**src/rtl/dram_op_pkg.sv**
```systemverilog
package dram_op_pkg;
  typedef enum logic [2:0] {
    ST_INIT    = 3'd0,
    ST_CFG     = 3'd1,
    ST_CFG_REQ = 3'd2,
    ST_ACC     = 3'd3,
    ST_ACC_REQ = 3'd4,
    ST_LP      = 3'd5,
    ST_LP_ENT  = 3'd6,
    ST_LP_EXIT = 3'd7
  } op_state_e;

  typedef enum logic [2:0] {
    CMD_INIT  = 3'd0,
    CMD_CFG   = 3'd1,
    CMD_GO    = 3'd2,
    CMD_SLEEP = 3'd3,
    CMD_WAKE  = 3'd4
  } op_cmd_e;

  function automatic int max4(int a, int b, int c, int d);
    int m;
    m = a;
    if (b > m) m = b;
    if (c > m) m = c;
    if (d > m) m = d;
    return m;
  endfunction
endpackage

```
**src/rtl/op_dwell_timer.sv**
```systemverilog
module op_dwell_timer #(
  parameter int CNT_W = 4
) (
  input  logic             clk_i,
  input  logic             rst_ni,
  input  logic             start_i,
  input  logic [CNT_W-1:0] limit_i,
  output logic             expire_o
);
  logic             active_q;
  logic [CNT_W-1:0] cnt_q;
  logic [CNT_W-1:0] lim_q;

  assign expire_o = active_q && (cnt_q == lim_q - CNT_W'(1));

  always_ff @(posedge clk_i or negedge rst_ni) begin
    if (!rst_ni) begin
      active_q <= 1'b0;
      cnt_q    <= '0;
      lim_q    <= '0;
    end else if (start_i) begin
      active_q <= 1'b1;
      cnt_q    <= '0;
      lim_q    <= limit_i;
    end else if (active_q) begin
      if (expire_o) active_q <= 1'b0;
      else          cnt_q    <= cnt_q + CNT_W'(1);
    end
  end
endmodule

```
**src/rtl/op_state_core.sv**
```systemverilog
module op_state_core
  import dram_op_pkg::*;
#(
  parameter int CFG_REQ_CYCLES   = 3,
  parameter int GO_REQ_CYCLES    = 2,
  parameter int SLEEP_REQ_CYCLES = 4,
  parameter int WAKE_REQ_CYCLES  = 5
) (
  input  logic      clk_i,
  input  logic      rst_ni,
  input  logic      cmd_valid_i,
  input  logic [2:0] cmd_i,
  output op_state_e state_o
);
  localparam int MAX_CYC = max4(CFG_REQ_CYCLES, GO_REQ_CYCLES, SLEEP_REQ_CYCLES, WAKE_REQ_CYCLES);
  localparam int CNT_W   = $clog2(MAX_CYC + 1);
  localparam logic [CNT_W-1:0] CFG_LIM   = CNT_W'(CFG_REQ_CYCLES);
  localparam logic [CNT_W-1:0] GO_LIM    = CNT_W'(GO_REQ_CYCLES);
  localparam logic [CNT_W-1:0] SLEEP_LIM = CNT_W'(SLEEP_REQ_CYCLES);
  localparam logic [CNT_W-1:0] WAKE_LIM  = CNT_W'(WAKE_REQ_CYCLES);

  op_state_e        st_q, st_d;
  logic             arm;
  logic [CNT_W-1:0] lim;
  logic             expire;

  op_dwell_timer #(.CNT_W(CNT_W)) i_timer (
    .clk_i    (clk_i),
    .rst_ni   (rst_ni),
    .start_i  (arm),
    .limit_i  (lim),
    .expire_o (expire)
  );

  always_comb begin
    st_d = st_q;
    arm  = 1'b0;
    lim  = '0;
    unique case (st_q)
      ST_INIT: if (cmd_valid_i && cmd_i == CMD_CFG) begin
        st_d = ST_CFG_REQ; arm = 1'b1; lim = CFG_LIM;
      end
      ST_ACC: if (cmd_valid_i && cmd_i == CMD_CFG) begin
        st_d = ST_CFG_REQ; arm = 1'b1; lim = CFG_LIM;
      end else if (cmd_valid_i && cmd_i == CMD_SLEEP) begin
        st_d = ST_LP_ENT; arm = 1'b1; lim = SLEEP_LIM;
      end
      ST_CFG: if (cmd_valid_i && cmd_i == CMD_GO) begin
        st_d = ST_ACC_REQ; arm = 1'b1; lim = GO_LIM;
      end
      ST_LP: if (cmd_valid_i && cmd_i == CMD_WAKE) begin
        st_d = ST_LP_EXIT; arm = 1'b1; lim = WAKE_LIM;
      end
      ST_CFG_REQ: if (expire) st_d = ST_CFG;
      ST_ACC_REQ: if (expire) st_d = ST_ACC;
      ST_LP_ENT:  if (expire) st_d = ST_LP;
      ST_LP_EXIT: if (expire) st_d = ST_ACC;
      default: st_d = st_q;
    endcase
  end

  always_ff @(posedge clk_i or negedge rst_ni) begin
    if (!rst_ni) st_q <= ST_INIT;
    else         st_q <= st_d;
  end

  assign state_o = st_q;
endmodule

```
**src/rtl/op_ref_seq.sv**
```systemverilog
module op_ref_seq
  import dram_op_pkg::*;
(
  input  logic      clk_i,
  input  logic      rst_ni,
  input  logic      start_i,
  input  logic      goal_access_i,
  input  op_state_e status_i,
  output logic      cmd_valid_o,
  output op_cmd_e   cmd_o,
  output logic      busy_o,
  output logic      done_o
);
  logic running_q, goal_q, done_q, at_goal;

  assign at_goal = status_i == (goal_q ? ST_ACC : ST_CFG);

  always_comb begin
    cmd_valid_o = 1'b0;
    cmd_o       = CMD_INIT;
    if (running_q && !at_goal) begin
      unique case (status_i)
        ST_INIT: begin cmd_valid_o = 1'b1; cmd_o = CMD_CFG;  end
        ST_CFG:  begin cmd_valid_o = 1'b1; cmd_o = CMD_GO;   end
        ST_ACC:  begin cmd_valid_o = 1'b1; cmd_o = CMD_CFG;  end
        ST_LP:   begin cmd_valid_o = 1'b1; cmd_o = CMD_WAKE; end
        default: cmd_valid_o = 1'b0;  // request state: wait
      endcase
    end
  end

  always_ff @(posedge clk_i or negedge rst_ni) begin
    if (!rst_ni) begin
      running_q <= 1'b0;
      goal_q    <= 1'b0;
      done_q    <= 1'b0;
    end else begin
      done_q <= 1'b0;
      if (!running_q && start_i) begin
        running_q <= 1'b1;
        goal_q    <= goal_access_i;
      end else if (running_q && at_goal) begin
        running_q <= 1'b0;
        done_q    <= 1'b1;
      end
    end
  end

  assign busy_o = running_q;
  assign done_o = done_q;
endmodule

```
**src/rtl/dram_op_ctrl.sv**
```systemverilog
module dram_op_ctrl
  import dram_op_pkg::*;
#(
  parameter int CFG_REQ_CYCLES   = 3,
  parameter int GO_REQ_CYCLES    = 2,
  parameter int SLEEP_REQ_CYCLES = 4,
  parameter int WAKE_REQ_CYCLES  = 5
) (
  input  logic       clk_i,
  input  logic       rst_ni,
  input  logic       cmd_valid_i,
  input  logic [2:0] cmd_i,
  input  logic       seq_start_i,
  input  logic       seq_goal_i,
  output logic [2:0] status_o,
  output logic       seq_busy_o,
  output logic       seq_done_o
);
  op_state_e  state;
  logic       seq_cmd_valid;
  op_cmd_e    seq_cmd;
  logic       core_cmd_valid;
  logic [2:0] core_cmd;

  // sequencer owns the command path while busy
  assign core_cmd_valid = seq_busy_o ? seq_cmd_valid : cmd_valid_i;
  assign core_cmd       = seq_busy_o ? seq_cmd : cmd_i;

  op_state_core #(
    .CFG_REQ_CYCLES   (CFG_REQ_CYCLES),
    .GO_REQ_CYCLES    (GO_REQ_CYCLES),
    .SLEEP_REQ_CYCLES (SLEEP_REQ_CYCLES),
    .WAKE_REQ_CYCLES  (WAKE_REQ_CYCLES)
  ) i_core (
    .clk_i       (clk_i),
    .rst_ni      (rst_ni),
    .cmd_valid_i (core_cmd_valid),
    .cmd_i       (core_cmd),
    .state_o     (state)
  );

  op_ref_seq i_seq (
    .clk_i         (clk_i),
    .rst_ni        (rst_ni),
    .start_i       (seq_start_i),
    .goal_access_i (seq_goal_i),
    .status_i      (state),
    .cmd_valid_o   (seq_cmd_valid),
    .cmd_o         (seq_cmd),
    .busy_o        (seq_busy_o),
    .done_o        (seq_done_o)
  );

  assign status_o = state;
endmodule

```
**config.mk**
```make
export PLATFORM = sky130hd
export DESIGN_NAME = dram_op_ctrl
export DESIGN_NICKNAME = d
export VERILOG_FILES = /design/src/rtl/dram_op_pkg.sv /design/src/rtl/op_dwell_timer.sv /design/src/rtl/op_state_core.sv /design/src/rtl/op_ref_seq.sv /design/src/rtl/dram_op_ctrl.sv
export SDC_FILE = /design/constraint.sdc
export NUM_CORES = 1
export LEC_CHECK = 0
export BUFFER_PORTS_ARGS = -buffer_cell sky130_fd_sc_hd__buf_2
export CORE_MARGIN = 10
export CORE_UTILIZATION = 55
export DETAILED_ROUTE_END_ITERATION = 10
export PLACE_DENSITY_LB_ADDON = 0.12
export SLEW_MARGIN = 40
export SYNTH_ARGS = -nofsm -noshare
export SYNTH_HDL_FRONTEND = slang
export SYNTH_SLANG_ARGS = --single-unit
```
**constraint.sdc**
```tcl
create_clock -name clk_i -period 2.3 [get_ports clk_i]
set_clock_uncertainty 0.1 [all_clocks]
set_input_delay 0.115 -clock clk_i [delete_from_list [all_inputs] [get_ports clk_i]]
set_output_delay 0.115 -clock clk_i [all_outputs]
set_load 0.01 [all_outputs]
```
== After elaboration in Yosys (flattened, before gate mapping) ==
Index checks and enable logic that the tools add are counted.

* Flip-flop bits (word level): 13
* Output and inout port bits: 5

* Add/subtract/negate cells: 2
* Equal/unequal tests: 21
* Mux-type cells: 38
* Reduce and logical (&&, ||, !) cells: 18

{| class="wikitable"
|+ Operator list
! cell !! count
|-
| $mux 3 || 16
|-
| $pmux 3 s7 || 1
|-
| $eq 3x3->1 const B || 5
|-
| $mux 1 || 15
|-
| $ne 2x1->1 const B || 7
|-
| $eq 3x2->1 const B || 4
|-
| $pmux 3 s4 || 1
|-
| $pmux 3 s3 || 1
|-
| $logic_and 1x1->1 || 8
|-
| $reduce_and 7->1 || 1
|-
| $eq 3x1->1 const B || 2
|-
| $eq 3x3->1 || 2
|-
| $mux 2 || 3
|-
| $pmux 1 s4 || 1
|-
| $reduce_bool 2->1 || 2
|-
| $reduce_or 2->1 || 2
|-
| $reduce_or 4->1 || 1
|-
| $add 3x1->3 const B || 1
|-
| $logic_not 3->1 || 1
|-
| $ne 3x1->1 const B || 1
|-
| $sub 3x1->3 const B || 1
|-
| $logic_not 1->1 || 2
|-
| $reduce_and 2->1 || 1
|}

== Logic depth before layout (Yosys ltp) ==
Gate-level depths: netlist of run 1.

* Word-level depth: 13
* Mapped depth: 7
* Depth with buffers taken out: 7

== Cells and area by module ==
A second synthesis of run 1 with hierarchy kept.

* Cells, all modules: 106
* Area total of the unflattened synthesis: 1024.7 µm²

{| class="wikitable"
|+ Modules (own cells, without submodules)
! module !! instances !! cells an instance !! area each (µm²) !! seq. area each (µm²)
|-
| op_dwell_timer || 1 || 38 || 421.7 || 175.2
|-
| op_state_core || 1 || 42 || 347.8 || 75.1
|-
| op_ref_seq || 1 || 22 || 210.2 || 75.1
|-
| dram_op_ctrl || 1 || 4 || 45.0 || 0.0
|}

== Worst setup path after synthesis of run 1 ==
No wires, ideal clock.

* Kind: flip-flop to flip-flop
* Start: register i_core.i_timer.lim_q[0]
* End: register i_core.st_q[2], in the netlist i_core.state_o[2]
* Data arrival time: 1.684 ns
* Data required time: 2.072 ns
* Setup slack: 0.389 ns
* Stages on the path, launching flop included: 8
* Path buffers: 0
* Cell sequence: dfrtp_1 inv_1 ha_1 xor3_1 nor4b_2 o31ai_2 a311oi_1 nor3_1

* Cells in the longest elaborated chain, start to end: 5
* Elaborated cells between the ends (all ways): 7
* Classes of those cells: add/sub: 1; eq/ne: 4; reduce/logical: 2

{| class="wikitable"
|+ Ends and longest elaborated chain
! element !! RTL line !! source
|-
| start: declaration || op_dwell_timer.sv:12 || <nowiki>logic [CNT_W-1:0] lim_q;</nowiki>
|-
| start signal: assignment || op_dwell_timer.sv:24 || <nowiki>lim_q <= limit_i;</nowiki>
|-
| $sub 3x1->3 * || op_dwell_timer.sv:14 || <nowiki>assign expire_o = active_q && (cnt_q == lim_q - CNT_W'(1));</nowiki>
|-
| $eq 3x3->1 * || op_dwell_timer.sv:14 ||
|-
| $logic_and 1x1->1 * || op_dwell_timer.sv:14 ||
|-
| $ne 2x1->1 (no source line) || - ||
|-
| $reduce_and 7->1 (no source line) * || - ||
|-
| end signal: assignment || op_state_core.sv:64 || <nowiki>else st_q <= st_d;</nowiki>
|-
| end: declaration || op_state_core.sv:22 || <nowiki>op_state_e st_q, st_d;</nowiki>
|}

Mark *: on every way between the ends. The rest lies on a longest branch, timed or not.
A chain may end at the register's enable or synchronous reset.

== Worst setup path after layout of run 1 ==
* Start: register i_core.i_timer.lim_q[0]
* End: register i_core.st_q[0], in the netlist i_core.state_o[0]

The elaborated chain is that of the path after synthesis.

==> flow_summary.toml, run 1 <==
[run_status]
outcome = "finished, final reports clean"

[die]
io-pin-count = 13
dieHeight_um = 63.1
rows = 15
die_area_mm2 = 0.00398
start_util_pct = 58.6
die_w_um = 63.1
core_area_mm2 = 0.00175

[finish]
fillers = 145
layout-drive-gt1-share_pct = 29.0
nets = 135
diodes = 0
instances_no_fill = 149
area_growth_pct = 14.8

[place]
hpwl_um = 1790
port_buffers = 12
place.gp.congestion = 0.883
dp.cells = 142

[logic_synthesis]
synth_top_area_cell = "dfrtp_1"
netlist_area_mm2 = 0.00102
synth_flop_cell = "dfrtp_1"
synthMostInstantiatedCell = "dfrtp_1"
synth_cell_types = 45
syn_inst = 105
synth-seq-cells = 13
syn_nets = 115
synth_area_leaders = "dfrtp_1 (32%), nor2_1 (4.0%), o31ai_2 (3.7%), nand2b_1 (3.1%), xnor2_1 (2.6%)"
synth-async-reset-ratio_pct = 100
ys_top_cells_by_count = "dfrtp_1 (13), nor2_1 (11), a21oi_1 (5), nand2b_1 (5)"
yosys.area.top_type_share_pct = 31.8
seq_area_frac_synth_pct = 31.8
syn_area_per_cell_um2 = 9.74
yosysWarnings = 0
synth_edf_count = 0

[route]
via_count = 860
wl_per_cell_um = 14.9
ant_nets = 0
drc = 0
routed_wirelength_um = 2210
initialDrtViolationCount = 32
drt_first_pass_iters = 4
vias_per_cell = 5.77

[pwr]
power_density_mw_per_mm2 = 1530
p_leak_nw = 0.474
ir_drop_v = 0.000830

[setup_path]
slowest_delay_ps = 460
cp_data_arrival_time_ps = 2160
r2r_slack_ps = 170
cp_max_fo = 6
end_kind = "flip-flop"
ff2ff_path_depth = 7
crit_end = "i_core.state_o[0]"
start_kind = "flip-flop"
critPathKind = "flip-flop to flip-flop"
cp.required_ps = 2330
cp_slowest_cell = "xor3_1"
startpoint = "i_core.i_timer.lim_q[0]"
r2r-end = "i_core.state_o[0]"
worstReg2RegStart = "i_core.i_timer.lim_q[0]"
cp_cell_sequence = "inv_1 > ha_1 > xor3_1 > nor4b_2 > o31ai_2 > nor3_1 > o22ai_1"

[sta]
slew_viol_final = 0
worst_pin_slew_ps = 509
slew_headroom_pct = 66.0
tns_ps = 0
period_minus_slack_ps = 2130
finalSetupViolations = 0
max_freq_mhz = 470
period_share_pct = 92.6
finalHoldViolations = 0
rsz0062_at_grt = "no"

[clock_network]
cts-root-buf = "clkbuf_4"
cts_tree = "yes"
cts_resized = 0
cts_sinks = 13
numCtsBuffers = 3
htreeDepth = 1
clk_pin_slew_worst_paths_ps = 80
cts_buffer_depth = 2
worstSkewPairLatency_ps = 270

[worst_hold_path]
holdCritPathClass = "input port to async pin"

[global_routing]
antenna_found_initial = 0
grt_pass1_wl_um = 3880
grt_max_degree = 16
grt_util_all_layers_pct = 11.6
overflow = 0
grt_pass1_vias = 817

[flow_run]
maxCapViolCount = 0
## per-layer routing
metal	part of all wire [%]	GRT usage (%)
met1	47	15.2
met2	44	17.6
met3	7.9	4.06
met4	0.45	2.51
met5	0	0
## power by group
group	switching [mW]	internal, mW
registers	0.135	0.333
logic	0.629	0.563
clock network	0.0709	0.0671
total	0.835	0.964
## through the flow
stage | hold WS, ps | power, mW | util (%) | setup WS (ps) | cell area, um^2
3_3_place_gp | -77.5 | 1.65 | 64.0 | 243 | 1120
5_1_grt | 176 | 1.97 | 67.2 | 54.8 | 1170
2_1_floorplan | -281 | 1.41 | - | 389 | 1020
3_5_place_dp | -76.0 | 1.66 | 64.0 | 190 | 1120
6_report | 157 | 1.80 | 67.2 | 170 | 1170
4_1_cts | 159 | 1.81 | 67.2 | 166 | 1170
## worst min path at each step
stage / end / slack, ps / depth (start not counted)
after floorplan: i_core.i_timer.active_q / -280 / 0
after global placement: i_seq.busy_o / -80 / 1
after detailed placement: i_seq.busy_o / -80 / 1
after CTS: i_seq.busy_o / 160 / 2
after global routing: i_seq.busy_o / 180 / 2
final: i_seq.goal_q / 160 / 2
## kinds of logic after synthesis
logic type	count (synthesis)	synth area share, %
simple gates	37	21.5
xor+xnor	5	5.75
compound gates	35	29.5
buf+inv	9	4.77
flops	13	31.8
mux	4	4.16
fa+ha+maj	2	2.45
## timing repair
action / in CTS / in global routing
buffers inserted: 0 / 0
endpoints found under the hold margin: 15 / 0
hold buffers: 3 / 0
## state kept, by name (all words and copies together), names as in the netlist
name	count
i_seq.goal_q	1
i_core.i_timer.lim_q	3
i_seq.busy_o	1
i_core.i_timer.cnt_q	3
i_core.i_timer.active_q	1
i_core.state_o	3
i_seq.done_o	1
## worst max-delay path: cells and delay by family, from the launching register on
kind / cells / cell delay (ps)
and+or+nand+nor: 2 / 500
buffers and inverters: 1 / 90
adders and majority gates: 1 / 170
xor gates and xnor gates: 1 / 460
AOI/OAI and AO/OA: 2 / 270
DFF: 1 / 400
## final cells by class
cell class / count / area, um^2 / share of cell area (%)
inverter: 4 / 15.0 / 1.28
multi-input combinational: 83 / 648 / 55.2
sequential: 13 / 325 / 27.7
clock buffer: 4 / 26.3 / 2.24
timing repair buffer: 20 / 128 / 10.9
tap: 25 / 31.3 / 2.67
## cells in the final DEF, fill, tap and decap left out, types with 4 or more instances in the layout
cell,netlist,routed
buf_4,1,5
a21oi_1,5,5
nor2_1,11,11
nand2b_1,5,5
o22ai_1,4,4
nor2b_1,4,4
dfrtp_1,13,13
buf_2,3,12
Power figures use the tool's default switching activity.
==> run 2: changes to the inputs <==
- clock period: 2.3 -> 2.7 ns (I/O delays scaled with it)
==> run 2 against run 1 <==
Global-route usage down 0.63 points. Register-to-register slack better by 280 ps. Worst hold slack gained 16 ps. Design area is 3.2% lower. Fmax down 5.2%. Combinational power fell by 23%. Largest power group unchanged. Highest routed layer unchanged.
==> flow_summary.toml, run 2 (synthesized netlist as in run 1, its figures left out) <==
[setup_path]
cp_data_arrival_time_ps = 2290
start_kind = "flip-flop"
critPathKind = "flip-flop to flip-flop"
r2r-end = "i_core.i_timer.lim_q[0]"
end_kind = "flip-flop"
ff2ff_path_depth = 5
cp.required_ps = 2750
cp_max_fo = 20
r2r_slack_ps = 450
worstReg2RegStart = "i_seq.busy_o"

[sta]
finalHoldViolations = 0
rsz0062_at_grt = "no"
tns_ps = 0
max_freq_mhz = 445
period_minus_slack_ps = 2250
slew_headroom_pct = 57.5
finalSetupViolations = 0
slew_viol_final = 0
worst_slack_ps = 453
period_share_pct = 83.2
worst_pin_slew_ps = 637

[clock_network]
cts_sinks = 13
cts-root-buf = "clkbuf_4"
htreeDepth = 1
cts_buffer_depth = 2
cts_resized = 0
cts_setup_buffers = 0
worstSkewPairLatency_ps = 280
clk_pin_slew_worst_paths_ps = 80
cts_tree = "yes"
numCtsBuffers = 3

[pwr]
p_leak_nw = 0.451
power_density_mw_per_mm2 = 1300
ir_drop_v = 0.000728

[global_routing]
overflow = 0
grt_util_all_layers_pct = 11.0
grt_pass1_vias = 802
grt_max_degree = 21
grt_pass1_wl_um = 3670
antenna_found_initial = 0

[finish]
final_cell_mix = "dfrtp_1 (13), buf_2 (12), nor2_1 (11)"
nets = 130
stdcell_area_mm2 = 0.00114
layout-drive-gt1-share_pct = 26.1
diodes = 0
fillers = 159
final_common_cell = "dfrtp_1"
area_growth_pct = 11.1

[route]
vias_per_cell = 6.00
routed_wirelength_um = 2130
drc = 0
via_count = 864
ant_nets = 0
wl_per_cell_um = 14.8
initialDrtViolationCount = 48
drt_first_pass_iters = 4

[die]
rows = 15
io-pin-count = 13
dieHeight_um = 63.1
start_util_pct = 58.6
die_area_mm2 = 0.00398
core_area_mm2 = 0.00175
die_w_um = 63.1

[place]
dp_slack_ps = 458
port_buffers = 12
placed_cell_area_mm2 = 0.00108
hpwl_um = 1650
place.gp.congestion = 0.854

[run_status]
outcome = "finished, final reports clean"

[worst_hold_path]
holdCritPathClass = "input port to async pin"

[flow_run]
maxCapViolCount = 0
run 2: changes by cell type in the layout (fill, tap and decap cells not counted), sizes merged:
cell and delta:
buf -5
run 2: layer usage:
layer | share of wire (%) | track usage, % | wire length [um]
met3 | 8.0 | 4.06 | 171
met2 | 43 | 16.5 | 912
met5 | 0 | 0 | 0
met4 | 0.75 | 3.35 | 16
met1 | 48 | 14.1 | 1030
run 2: how the worst max path moves through the flow:
stage / end / slack [ps] / from / depth (start not counted)
2_1_floorplan: i_core.state_o[2] / 790 / i_core.i_timer.lim_q[0] / 7
3_3_place_gp: i_core.i_timer.lim_q[0] / 500 / i_seq.busy_o / 5
3_5_place_dp: i_core.i_timer.lim_q[0] / 460 / i_seq.busy_o / 5
4_1_cts: i_core.i_timer.lim_q[0] / 450 / i_seq.busy_o / 5
5_1_grt: i_core.i_timer.lim_q[0] / 300 / i_seq.busy_o / 5
6_report: i_core.i_timer.lim_q[0] / 450 / i_seq.busy_o / 5
run 2: through the flow:
step | std cells | hold WS, ps | power, mW | utilization (%)
3_5_place_dp | 137 | -61.9 | 1.35 | 61.9
4_1_cts | 144 | 173 | 1.48 | 65.1
6_report | 144 | 172 | 1.48 | 65.1
5_1_grt | 144 | 200 | 1.62 | 65.1
2_1_floorplan | 105 | -261 | 1.20 | -
3_3_place_gp | 137 | -64.2 | 1.33 | 61.9
run 2: area by class of cell:
cell class                 count  area, um^2  area share [%]
clock buffer                   4        26.3            2.31
sequential                    13         325            28.6
tap                           25        31.3            2.75
timing repair buffer          15        90.1            7.93
multi-input combinational     83         648            57.0
inverter                       4        15.0            1.32
run 2: power breakdown:
| group | total, mW | internal, mW | switching, mW |
|---|---|---|---|
| clock network | 0.121 | 0.0573 | 0.0639 |
| registers | 0.439 | 0.283 | 0.157 |
| logic | 0.915 | 0.441 | 0.474 |
run 2: critical path, stage by stage (launching register included):
cell and delay [ps]:
dfrtp_1 760, nand2b_1 150, a2111oi_1 550, a311oi_2 110
o32ai_2 270, o221ai_1 170
run 2: what timing repair did:
action                                 CTS  global route
hold buffers                             3             0
setup endpoints to repair                0             0
endpoints found under the hold margin   15             0
